<file path="src/rtl/rng_csr_pkg.sv">
package rng_csr_pkg;

  localparam int WORD_W = 32;

  localparam logic [WORD_W-1:0] CMD_RESET   = 32'h0000_0001;
  localparam logic [WORD_W-1:0] CMD_RELEASE = 32'h0000_0002;
  localparam logic [WORD_W-1:0] CMD_ENABLE  = 32'h8000_0000;
  localparam logic [WORD_W-1:0] CMD_ZERO    = 32'h8000_0004;
  localparam logic [WORD_W-1:0] CMD_ACK_Z   = 32'h8000_0008;
  localparam logic [WORD_W-1:0] CMD_ACK_RD  = 32'h8000_000F;

  localparam logic [7:0] STS_NONE   = 8'h00;
  localparam logic [7:0] STS_RSTACK = 8'hAC;
  localparam logic [7:0] STS_PASS   = 8'h57;
  localparam logic [7:0] STS_FAIL   = 8'hFA;
  localparam logic [7:0] STS_WORD   = 8'hED;

  typedef enum logic [3:0] {
    S_IDLE, S_RST_WAIT, S_RST_ACK, S_ARMED, S_SELFTEST,
    S_ST_PASS, S_ST_FAIL, S_GEN, S_READY, S_CONSUMED
  } seq_state_t;

  function automatic logic [7:0] status_of(seq_state_t s);
    case (s)
      S_RST_ACK: return STS_RSTACK;
      S_ST_PASS: return STS_PASS;
      S_ST_FAIL: return STS_FAIL;
      S_READY:   return STS_WORD;
      default:   return STS_NONE;
    endcase
  endfunction

  function automatic logic is_known(logic [WORD_W-1:0] w);
    return (w == CMD_RESET) || (w == CMD_RELEASE) || (w == CMD_ENABLE) ||
           (w == CMD_ZERO) || (w == CMD_ACK_Z) || (w == CMD_ACK_RD);
  endfunction

endpackage

</file>
<file path="src/rtl/rng_lfsr.sv">
module rng_lfsr #(
  parameter int          W    = 32,
  parameter logic [W-1:0] TAPS = 32'h0040_0007,
  parameter logic [W-1:0] SEED = 32'hACE1_2468
) (
  input  logic         clk,
  input  logic         rst,
  input  logic         clr,
  input  logic         load,
  input  logic         step,
  output logic [W-1:0] state_q,
  output logic [W-1:0] next_val
);

  always_comb begin
    next_val = {state_q[W-2:0], 1'b0} ^ (state_q[W-1] ? TAPS : '0);
  end

  // clear beats load beats step
  always_ff @(posedge clk) begin
    if (rst || clr)  state_q <= '0;
    else if (load)   state_q <= SEED;
    else if (step)   state_q <= next_val;
  end

endmodule

</file>
<file path="src/rtl/rng_seq_fsm.sv">
module rng_seq_fsm
  import rng_csr_pkg::*;
#(
  parameter int RST_CYC = 4000,
  parameter int ST_CYC  = 500000,
  parameter int GEN_CYC = 32
) (
  input  logic              clk,
  input  logic              rst,
  input  logic              cmd_vld,
  input  logic [WORD_W-1:0] cmd_word,
  input  logic              fail_hook,
  output seq_state_t        state_q,
  output logic              ent_clr,
  output logic              ent_load,
  output logic              ent_step,
  output logic              word_cap
);

  localparam int MAX_A = (RST_CYC > ST_CYC) ? RST_CYC : ST_CYC;
  localparam int MAX_C = (MAX_A > GEN_CYC) ? MAX_A : GEN_CYC;
  localparam int CNT_W = $clog2(MAX_C + 1);

  localparam logic [CNT_W-1:0] RST_LD = CNT_W'(RST_CYC - 1);
  localparam logic [CNT_W-1:0] ST_LD  = CNT_W'(ST_CYC - 1);
  localparam logic [CNT_W-1:0] GEN_LD = CNT_W'(GEN_CYC - 1);

  seq_state_t       nxt;
  logic [CNT_W-1:0] cnt_q, cnt_n;
  logic             acc;

  always_comb begin
    nxt      = state_q;
    cnt_n    = cnt_q;
    ent_clr  = 1'b0;
    ent_load = 1'b0;
    ent_step = 1'b0;
    word_cap = 1'b0;
    acc      = 1'b0;

    // timed phases
    case (state_q)
      S_RST_WAIT: begin
        if (cnt_q == '0) nxt = S_RST_ACK;
        else             cnt_n = cnt_q - 1'b1;
      end
      S_SELFTEST: begin
        if (cnt_q == '0) begin
          nxt      = fail_hook ? S_ST_FAIL : S_ST_PASS;
          ent_load = 1'b1;
        end else cnt_n = cnt_q - 1'b1;
      end
      S_GEN: begin
        ent_step = 1'b1;
        if (cnt_q == '0) begin
          nxt      = S_READY;
          word_cap = 1'b1;
        end else cnt_n = cnt_q - 1'b1;
      end
      default: ;
    endcase

    // an accepted command overrides the timed phase
    if (cmd_vld) begin
      case (cmd_word)
        CMD_RESET: begin
          acc = 1'b1; nxt = S_RST_WAIT; cnt_n = RST_LD;
        end
        CMD_RELEASE: if (state_q == S_RST_ACK) begin
          acc = 1'b1; nxt = S_IDLE;
        end
        CMD_ENABLE: begin
          if (state_q == S_IDLE) begin
            acc = 1'b1; nxt = S_ARMED;
          end else if (state_q == S_CONSUMED) begin
            acc = 1'b1; nxt = S_GEN; cnt_n = GEN_LD;
          end
        end
        CMD_ZERO: if (!(state_q inside {S_IDLE, S_RST_WAIT, S_RST_ACK})) begin
          acc = 1'b1; nxt = S_SELFTEST; cnt_n = ST_LD; ent_clr = 1'b1;
        end
        CMD_ACK_Z: if (state_q == S_ST_PASS) begin
          acc = 1'b1; nxt = S_GEN; cnt_n = GEN_LD;
        end
        CMD_ACK_RD: if (state_q == S_READY) begin
          acc = 1'b1; nxt = S_CONSUMED;
        end
        default: ;
      endcase
      if (acc) begin
        ent_load = 1'b0;
        ent_step = 1'b0;
        word_cap = 1'b0;
      end
    end
  end

  always_ff @(posedge clk) begin
    if (rst) begin
      state_q <= S_IDLE;
      cnt_q   <= '0;
    end else begin
      state_q <= nxt;
      cnt_q   <= cnt_n;
    end
  end

  // acknowledgement is only reached by finishing the countdown
  p_ack_after_wait_r2: assert property (@(posedge clk) disable iff (rst)
    (state_q == S_RST_ACK && $past(state_q) != S_RST_ACK) |-> $past(state_q) == S_RST_WAIT);

  // unknown words leave a waiting state untouched
  p_unknown_ignored_r9: assert property (@(posedge clk) disable iff (rst)
    (cmd_vld && !is_known(cmd_word) &&
     (state_q inside {S_IDLE, S_RST_ACK, S_ARMED, S_ST_PASS, S_ST_FAIL, S_READY, S_CONSUMED}))
    |=> state_q == $past(state_q));

  // the fail state is only left by reset or zeroize
  p_fail_sticky_r6: assert property (@(posedge clk) disable iff (rst)
    (state_q == S_ST_FAIL && !(cmd_vld && (cmd_word == CMD_RESET || cmd_word == CMD_ZERO)))
    |=> state_q == S_ST_FAIL);

endmodule

</file>
<file path="src/rtl/rng_csr_wrap.sv">
module rng_csr_wrap
  import rng_csr_pkg::*;
#(
  parameter int          ADDR_W  = 4,
  parameter int          RST_CYC = 4000,
  parameter int          ST_CYC  = 500000,
  parameter int          GEN_CYC = 32,
  parameter logic [31:0] SEED    = 32'hACE1_2468
) (
  input  logic              clk,
  input  logic              rst,
  input  logic [ADDR_W-1:0] bus_addr,
  input  logic              bus_wr,
  input  logic [31:0]       bus_wdata,
  input  logic              bus_rd,
  output logic [31:0]       bus_rdata,
  input  logic              tst_force_fail
);

  localparam logic [ADDR_W-1:0] OFS_CTRL_DATA = ADDR_W'(0);
  localparam logic [ADDR_W-1:0] OFS_STATUS    = ADDR_W'(4);
  localparam logic [31:0]       LFSR_TAPS     = 32'h0040_0007;

  seq_state_t         st;
  logic               ent_clr, ent_load, ent_step, word_cap;
  logic [WORD_W-1:0]  lfsr_q, lfsr_nxt, word_q;
  logic               cmd_vld;

  assign cmd_vld = bus_wr && (bus_addr == OFS_CTRL_DATA);

  rng_seq_fsm #(
    .RST_CYC (RST_CYC),
    .ST_CYC  (ST_CYC),
    .GEN_CYC (GEN_CYC)
  ) u_fsm (
    .clk       (clk),
    .rst       (rst),
    .cmd_vld   (cmd_vld),
    .cmd_word  (bus_wdata),
    .fail_hook (tst_force_fail),
    .state_q   (st),
    .ent_clr   (ent_clr),
    .ent_load  (ent_load),
    .ent_step  (ent_step),
    .word_cap  (word_cap)
  );

  rng_lfsr #(
    .W    (WORD_W),
    .TAPS (LFSR_TAPS),
    .SEED (SEED)
  ) u_lfsr (
    .clk      (clk),
    .rst      (rst),
    .clr      (ent_clr),
    .load     (ent_load),
    .step     (ent_step),
    .state_q  (lfsr_q),
    .next_val (lfsr_nxt)
  );

  always_ff @(posedge clk) begin
    if (rst || ent_clr) word_q <= '0;
    else if (word_cap)  word_q <= lfsr_nxt;
  end

  always_ff @(posedge clk) begin
    if (rst) bus_rdata <= '0;
    else if (bus_rd) begin
      case (bus_addr)
        OFS_CTRL_DATA: bus_rdata <= word_q;
        OFS_STATUS:    bus_rdata <= {24'h0, status_of(st)};
        default:       bus_rdata <= '0;
      endcase
    end
  end

  // zeroize wipes both word and entropy state
  p_zero_clear_r4: assert property (@(posedge clk) disable iff (rst)
    ent_clr |=> (word_q == '0) && (lfsr_q == '0));

  // a consumed word stays put until a command arrives
  p_word_hold_r10: assert property (@(posedge clk) disable iff (rst)
    (st == S_CONSUMED && !bus_wr) |=> $stable(word_q));

  // status reads carry only the low byte
  p_status_byte_r1: assert property (@(posedge clk) disable iff (rst)
    (bus_rd && bus_addr == OFS_STATUS) |=> bus_rdata[31:8] == 24'h0);

  // a word is ready only after generation
  p_ready_from_gen_r7: assert property (@(posedge clk) disable iff (rst)
    (st == S_READY && $past(st) != S_READY) |-> $past(st) == S_GEN);

endmodule

</file>
<file path="config.mk">
export PLATFORM = sky130hd
export DESIGN_NAME = rng_csr_wrap
export DESIGN_NICKNAME = d
export VERILOG_FILES = /design/src/rtl/rng_csr_pkg.sv /design/src/rtl/rng_lfsr.sv /design/src/rtl/rng_seq_fsm.sv /design/src/rtl/rng_csr_wrap.sv
export SDC_FILE = /design/constraint.sdc
export NUM_CORES = 1
export LEC_CHECK = 0
export BUFFER_PORTS_ARGS = -buffer_cell sky130_fd_sc_hd__buf_2
export CAP_MARGIN = 25
export CORE_ASPECT_RATIO = 1.75
export CORE_MARGIN = 2
export CORE_UTILIZATION = 30
export CTS_CLUSTER_DIAMETER = 60
export CTS_CLUSTER_SIZE = 14
export DETAILED_ROUTE_END_ITERATION = 10
export GPL_ROUTABILITY_DRIVEN = 0
export GPL_TIMING_DRIVEN = 0
export SLEW_MARGIN = 10
export SYNTH_ARGS = -nofsm -noshare
export SYNTH_HDL_FRONTEND = slang
export SYNTH_SLANG_ARGS = --single-unit
export TNS_END_PERCENT = 100
</file>
<file path="constraint.sdc">
create_clock -name clk -period 2.8 [get_ports clk]
set_clock_uncertainty 0.2 [all_clocks]
set_input_delay 0.28 -clock clk [delete_from_list [all_inputs] [get_ports clk]]
set_output_delay 0.28 -clock clk [all_outputs]
set_load 0.05 [all_outputs]
</file>
Yosys cells after proc, flatten, opt, wreduce, memory -nomap -nowiden. Index checks and enable logic that the tools add are counted.

$add $sub $neg: 1. Multiply operators: 0. Div/mod/pow operators: 0. Order comparisons: 0. Equality and inequality tests: 15. Shift operators: 0. Multiplexer cells: 46. Bitwise operators: 1. Reduce and logical (&&, ||, !) cells: 9.

Operators with widths (count): 19-bit 2-to-1 mux (7); 32-bit == test, second input constant (4); 19-bit one-hot mux with 4 select lines (1); 32-bit 2-to-1 mux (2); 32-bit one-hot mux with 2 select lines (1); 4-bit 2-to-1 mux (10); 32-bit by 1-bit == test with 1-bit output, second input constant (1); 32-bit by 2-bit == test with 1-bit output, second input constant (1); 8-bit one-hot mux with 4 select lines (1); 32-bit XOR (1); 4-bit one-hot mux with 6 select lines (1); 23-bit 2-to-1 mux (1); 4-bit by 3-bit == test with 1-bit output, second input constant (5); 19-bit zero test (1); 1-bit 2-to-1 mux (19); 19-bit by 1-bit subtractor with 19-bit output, second input constant (1); 4-bit one-hot mux with 3 select lines (1); 4-bit == test, second input constant (2); 4-bit zero test (2); 1-bit one-hot mux with 6 select lines (1); 4-bit by 1-bit == test with 1-bit output, second input constant (1); 4-bit by 2-bit == test with 1-bit output, second input constant (1); 3-bit nonzero test (1); 3-bit OR reduction (1); other kinds (5) (5).

Flip-flop bits (word level): 119. Latch bits: 0. Bits in writable memories: 0. ROM bits: 0. Bits of input ports: 41. Output and inout bits: 32. Word-level logic and storage cells: 78. Memories kept: 0.

Logic depth before layout (Yosys ltp).
Depth in word-level cells: 9. Mapped depth: 9. Gate-level depth less buffers: 7.

Hierarchy. A second synthesis with hierarchy kept.

Cells, all modules: 647. Area total of the unflattened synthesis: 5713.0 µm².

By module, submodules not included: rng_csr_wrap (times used 1, cells an instance 261, area an instance 2408.6 µm², seq. area each 1281.2 µm²); rng_seq_fsm (times used 1, cells an instance 245, area an instance 1834.3 µm², seq. area each 460.4 µm²); rng_lfsr (times used 1, cells an instance 141, area an instance 1470.2 µm², seq. area each 640.6 µm²).

Worst setup path after synthesis. No wires, ideal clock.

Kind: input -> register. From: input port bus_wdata[3]. To: register u_lfsr.state_q[10]. Setup time: 0.119 ns. Arrival: 2.043 ns. Required time: 2.481 ns. Slack: 0.438 ns. Cell stages on the path: 8. Path buffers: 2. Path through: buf_6 > or3b_4 > or3b_4 > o22ai_4 > o21a_4 > nor3_2 > buf_4 > o221a_2.

Longest elaborated chain between the ends: 6. Elaborated cells on any way between the ends: 17. Classes of those cells: eq/ne: 6; mux: 9; reduce/logical: 2.

RTL lines: start: declaration (RTL line rng_csr_wrap.sv:14) `input logic [31:0] bus_wdata,`; 32-bit == test (tied with other cells) (RTL line rng_seq_fsm.sv:65) `case (cmd_word)`; 1-bit one-hot mux with 6 select lines (RTL line rng_seq_fsm.sv:65); 1-bit 2-to-1 mux (RTL line rng_seq_fsm.sv:64) `if (cmd_vld) begin`; 1-bit 2-to-1 mux (RTL line rng_seq_fsm.sv:90) `if (acc) begin`; 1-bit 2-to-1 mux (RTL line rng_seq_fsm.sv:64); 32-bit 2-to-1 mux or 2-bit nonzero test (tied branches); end signal: assignment (RTL line rng_lfsr.sv:23) `else if (step) state_q <= next_val;`; end: declaration (RTL line rng_lfsr.sv:11) `output logic [W-1:0] state_q,`.

Parallel ways exist; a longest one is shown, timed or not. The select of a mux whose other input is x is not followed. A chain may end at the register's enable or synchronous reset.

Worst setup path after layout.
From: register u_fsm.state_q[3]. To: register u_lfsr.state_q[9].

Longest elaborated chain between the ends: 8. Elaborated cells on any way between the ends: 27. Classes of those cells: eq/ne: 7; mux: 16; reduce/logical: 4.

RTL lines: start: declaration (RTL line rng_seq_fsm.sv:13) `output seq_state_t state_q,`; start signal: assignment (RTL line rng_seq_fsm.sv:103) `state_q <= nxt;`; 4-bit by 1-bit == test with 1-bit output (tied with other cells) (RTL line rng_seq_fsm.sv:79) `CMD_ZERO: if (!(state_q inside {S_IDLE, S_RST_WAIT, S_RST_ACK})) begin`; 3-bit nonzero test or 1-bit 2-to-1 mux (tied branches) (RTL line rng_seq_fsm.sv:79, rng_seq_fsm.sv:75); 1-bit 2-to-1 mux (on tied branches) (RTL line rng_seq_fsm.sv:79, rng_seq_fsm.sv:73); 1-bit one-hot mux with 6 select lines (RTL line rng_seq_fsm.sv:65); 1-bit 2-to-1 mux (RTL line rng_seq_fsm.sv:64); 1-bit 2-to-1 mux (RTL line rng_seq_fsm.sv:90); 1-bit 2-to-1 mux (RTL line rng_seq_fsm.sv:64); 2-bit OR reduction (no source line).

Parallel ways exist; a longest one is shown, timed or not. The select of a mux whose other input is x is not followed.

==> impl_summary.log <==
[metrics] insertion delay of the later-clocked pin in the worst-skew pair: 0.42 ns
[metrics] total length of routed wires: 15620 um
[metrics] commonest cells after routing, fill and taps aside: sky130_fd_sc_hd__dfxtp_1, sky130_fd_sc_hd__a21oi_1, sky130_fd_sc_hd__buf_2
[metrics] number of instances in the synthesized netlist: 627
[metrics] outcome: finished clean
[metrics] final antenna-violating net count: 0
[metrics] Max Cap Violations: 0
[metrics] number of global-route vias before repair: 4836
[metrics] type of the setup path with the least slack: register to register
[metrics] switching fraction of total power: roughly a quarter
[metrics] total global-route track usage: roughly 17%
[metrics] clock slew at reported path FFs: around 0.060 ns
[metrics] switching pwr: 0.0009820 W
[metrics] first-pass detailed-route iteration total: 7
[metrics] hold-fix buffers at CTS: 0
[metrics] portion of the post-synthesis area used by sequential elements: 43.60%
[metrics] maximum level of the CTS H-tree: 4
[metrics] WHS Path Cells: 3
[metrics] Comb power frac: 4.2%
[metrics] max-slew violation count: 0
[metrics] primary flip-flop cell chosen by synthesis mapping: sky130_fd_sc_hd__dfxtp_1
[metrics] peak ir drop on the vdd network: 0.0004541 V
[metrics] Fin Hold WS: 0.08645 ns
[metrics] number of vias after detailed routing: 4877
[metrics] area of the die: 19350 um2
[metrics] number of flops mapped to enable cells by yosys: 0
[metrics] CP Buf/Inv Count: 3
[metrics] area overhead of the layout relative to synthesis: 23.70%
[metrics] startpoint of the tightest hold check path: bus_rd
[metrics] root buf cell: sky130_fd_sc_hd__clkbuf_16
[metrics] path category of the worst min-delay check: input port to register
[metrics] most frequent cell on the critical path: sky130_fd_sc_hd__buf_6
[metrics] unrepaired setup endpoints after global routing: false
[metrics] Tcrit/Tclk final: between 90% and 100%
[metrics] delay of the slowest critical-path stage: about 0.57 ns
[metrics] worst reg-to-reg setup slack: approximately 0.15 ns
[metrics] synthesized netlist net count: 669
[metrics] Req. time, crit path: slightly below 3 ns
[metrics] Post-DP Area: 6100 um2
[metrics] Power Density: just under 600 nW/um2
[metrics] placed wire-length estimate after detailed placement: 11650 um
[metrics] nature of the critical path endpoint: register
[metrics] initial core utilization: 30.40%
[metrics] antenna violations before repair: 0
[metrics] leakage power total: about 2.4 nW
[metrics] quantity of I/O buffers inserted on ports: 67
[metrics] warning count from the yosys run: 0
[metrics] Arrival @ worst endpoint: 2.80 ns
[metrics] Worst Path Max Fanout: 10
[metrics] average cell area after synthesis: roughly 8.7 um2
[metrics] number of hold-slack violations in the final timing report: 0
[metrics] TritonCTS clock tree: yes
[metrics] standard cell with the maximum stage delay on the critical path: sky130_fd_sc_hd__nor4b_2
[metrics] most common library cell in the layout ignoring fill and taps: sky130_fd_sc_hd__dfxtp_1
[metrics] clock period minus worst slack: 2.651 ns
[metrics] Die Wd: 106.0 um
[metrics] share of total power in the clock network: 53.0%
[metrics] vias per std cell: 5.059
[metrics] Iter 0 DRT Violations: 229
[metrics] largest net degree at the start of global routing: 17
[metrics] Sinks on Clock Net: 119
[metrics] CP delay by family, top: simple AND/OR/NAND/NOR gates
[metrics] Min-Delay Endpoint: bus_rdata[16]$_SDFFE_PP0P_
[metrics] relative contribution of sequential cells to total power: 42.8%
[metrics] fin area: 6759 um2
[metrics] number of buffers created by CTS: 17
[metrics] number of register bits inferred by synthesis: roughly 120
[metrics] achievable clock frequency: 0.3772 GHz
[metrics] die extent in y: 182.5 um
[metrics] Rel. slew slack: 45.43%
[metrics] wire length of the first global-routing pass: about 25000 um
[metrics] depth of the worst register-to-register path: 9
[metrics] cells along the critical path: clkbuf_1 > nor4b_2 > nand3_1 > o31ai_1 > o21a_4 > buf_6 > o21ai_4 > buf_6 > nor2_1
[metrics] total inserted antenna cells: 0
[metrics] Cell Int Power: 0.002995 W
[metrics] reg-to-reg critical path startpoint: u_fsm.state_q[3]$_SDFF_PP0_
[metrics] number of buffers on the longest clock path: 2
[metrics] fin nets: about 760
[metrics] share of synthesized flip-flops with an asynchronous set or reset: 0%
[metrics] detailed-route DRC error count: 0
[metrics] Finish-stage setup viols: 0
[metrics] routed len/inst: 16.21 um
[metrics] cell area after technology mapping: 5464 um2
[metrics] fraction of final layout cells sized beyond drive strength 1: 21.64%
[metrics] row cnt: 65
[metrics] GR Overflow Total: 0
[metrics] Unique masters post-synth: 62
[metrics] Top-Level Pins: 73
[metrics] Worst R2R End: u_lfsr.state_q[9]$_SDFFE_PP0P_
[metrics] TNS Setup: 0 ns
[metrics] Critical path origin: u_fsm.state_q[3]$_SDFF_PP0_
[metrics] transition time at the pin with the least slew margin: 0.8100 ns
[metrics] nature of the critical path startpoint: register
[metrics] core area: 17970 um2
power groups by stage:
stage                     Clock, W  Sequential, W  Combinational, W
after global placement           0        0.00174          0.000166
after floorplan                  0        0.00176         0.0000842
after detailed placement         0        0.00174          0.000167
after CTS                  0.00214        0.00170          0.000168
final                      0.00211        0.00170          0.000167
after global routing       0.00223        0.00170          0.000183
kinds of logic (layout without fill, tap and decap cells):
kind of cell | Yosys count | in the layout | synth area share [%]
buffers and inverters | 51 | 154 | 4.442
adder cells (fa/ha/maj) | 1 | 1 | 0.2290
multiplexers | 20 | 20 | 3.664
XOR/XNOR | 23 | 23 | 3.687
AND/OR/NAND/NOR | 236 | 236 | 23.11
AO/OA/AOI/OAI | 177 | 177 | 21.27
flip-flops | 119 | 119 | 43.60
synth_stat cells (4+ instances only):
| cell | n | area [um2] |
|---|---|---|
| sky130_fd_sc_hd__o31a_1 | 4 | 35.03 |
| sky130_fd_sc_hd__nor3_1 | 18 | 90.09 |
| sky130_fd_sc_hd__nor4_2 | 4 | 50.05 |
| sky130_fd_sc_hd__clkbuf_1 | 26 | 97.59 |
| sky130_fd_sc_hd__xnor2_1 | 17 | 148.9 |
| sky130_fd_sc_hd__mux2i_1 | 20 | 200.2 |
| sky130_fd_sc_hd__buf_2 | 6 | 30.03 |
| sky130_fd_sc_hd__dfxtp_1 | 119 | 2382 |
| sky130_fd_sc_hd__a211oi_1 | 14 | 105.1 |
| sky130_fd_sc_hd__buf_1 | 6 | 22.52 |
| sky130_fd_sc_hd__inv_1 | 4 | 15.01 |
| sky130_fd_sc_hd__nand2b_1 | 28 | 175.2 |
| sky130_fd_sc_hd__and2_1 | 5 | 31.28 |
| sky130_fd_sc_hd__nor2_1 | 48 | 180.2 |
| sky130_fd_sc_hd__nand4_1 | 4 | 25.02 |
| sky130_fd_sc_hd__o21ai_0 | 41 | 205.2 |
| sky130_fd_sc_hd__o221a_2 | 12 | 135.1 |
| sky130_fd_sc_hd__nand3_1 | 62 | 310.3 |
| sky130_fd_sc_hd__buf_6 | 4 | 45.04 |
| sky130_fd_sc_hd__nor2b_1 | 4 | 25.02 |
| sky130_fd_sc_hd__nor4_1 | 9 | 56.30 |
| sky130_fd_sc_hd__nand2_1 | 29 | 108.9 |
| sky130_fd_sc_hd__or3_1 | 5 | 31.28 |
| sky130_fd_sc_hd__a21oi_1 | 74 | 370.4 |
| sky130_fd_sc_hd__o211ai_1 | 4 | 30.03 |
| sky130_fd_sc_hd__xor2_1 | 6 | 52.55 |
| sky130_fd_sc_hd__nor3b_1 | 5 | 37.54 |
state kept, by name, summed over array words and instances, names as in the netlist:
name and cells:
word_q 32, u_fsm.state_q 4, u_lfsr.state_q 32, u_fsm.cnt_q 19
bus_rdata 32
metrics by stage:
step | util [%] | total power (W) | setup WS (ns) | cells
after floorplan | - | 0.001842 | 0.4382 | 627
after global placement | 33.89 | 0.001905 | -0.9066 | 928
after detailed placement | 33.94 | 0.001907 | -0.3404 | 929
after CTS | 37.31 | 0.004010 | 0.01549 | 963
after global routing | 37.61 | 0.004115 | 0.002758 | 964
final | 37.61 | 0.003977 | 0.1486 | 964
worst register-to-register path: cells and delay by family, from the launching register on:
| kind | cells | cell delay (ns) |
|---|---|---|
| buffers and inverters | 3 | 0.68 |
| AOI/OAI and AO/OA | 3 | 0.57 |
| DFF | 1 | 0.30 |
| and+or+nand+nor | 3 | 0.85 |
layer usage:
| metal | vias to the layer above | GRT usage, % | wire, um |
|---|---|---|---|
| met5 | - | 0 | 0 |
| met4 | 0 | 7.421 | 537 |
| met3 | 28 | 3.000 | 359 |
| met2 | 81 | 31.72 | 8724 |
| met1 | 2298 | 17.23 | 6002 |
| li1 | 2470 | - | - |
final cells by class:
cell class              count  area (um2)
plain buffers              47       232.7
clock buffers              17       425.4
clock inverters            15       145.1
fillers                  1842       11210
inverters                   4       15.01
multi-input cells         457        2900
flip-flops and latches    119        2382
well taps                 234       292.8
repair buffers             71       365.4
worst max path at each step:
stage | endpoint | slack [ns] | cells past startpoint
floorplan | u_lfsr.state_q[10]$_SDFFE_PP0P_ | 0.44 | 8
global placement | u_fsm.cnt_q[10]$_SDFF_PP0_ | -0.91 | 7
detailed placement | u_fsm.cnt_q[10]$_SDFF_PP0_ | -0.34 | 7
CTS | u_fsm.cnt_q[8]$_SDFF_PP0_ | 0.02 | 8
global route | word_q[12]$_SDFFE_PP0P_ | 0.003 | 9
finish | u_lfsr.state_q[9]$_SDFFE_PP0P_ | 0.15 | 9
repair_timing:
action                                  CTS  global route
hold endpoints to repair                  0             0
endpoints found under the setup margin   60            51
buffers inserted                          2             1
cloned                                    0             0
pin swaps                                 2             1
resized for setup                         3            14
Note: power is estimated with default switching activity, not from simulation.
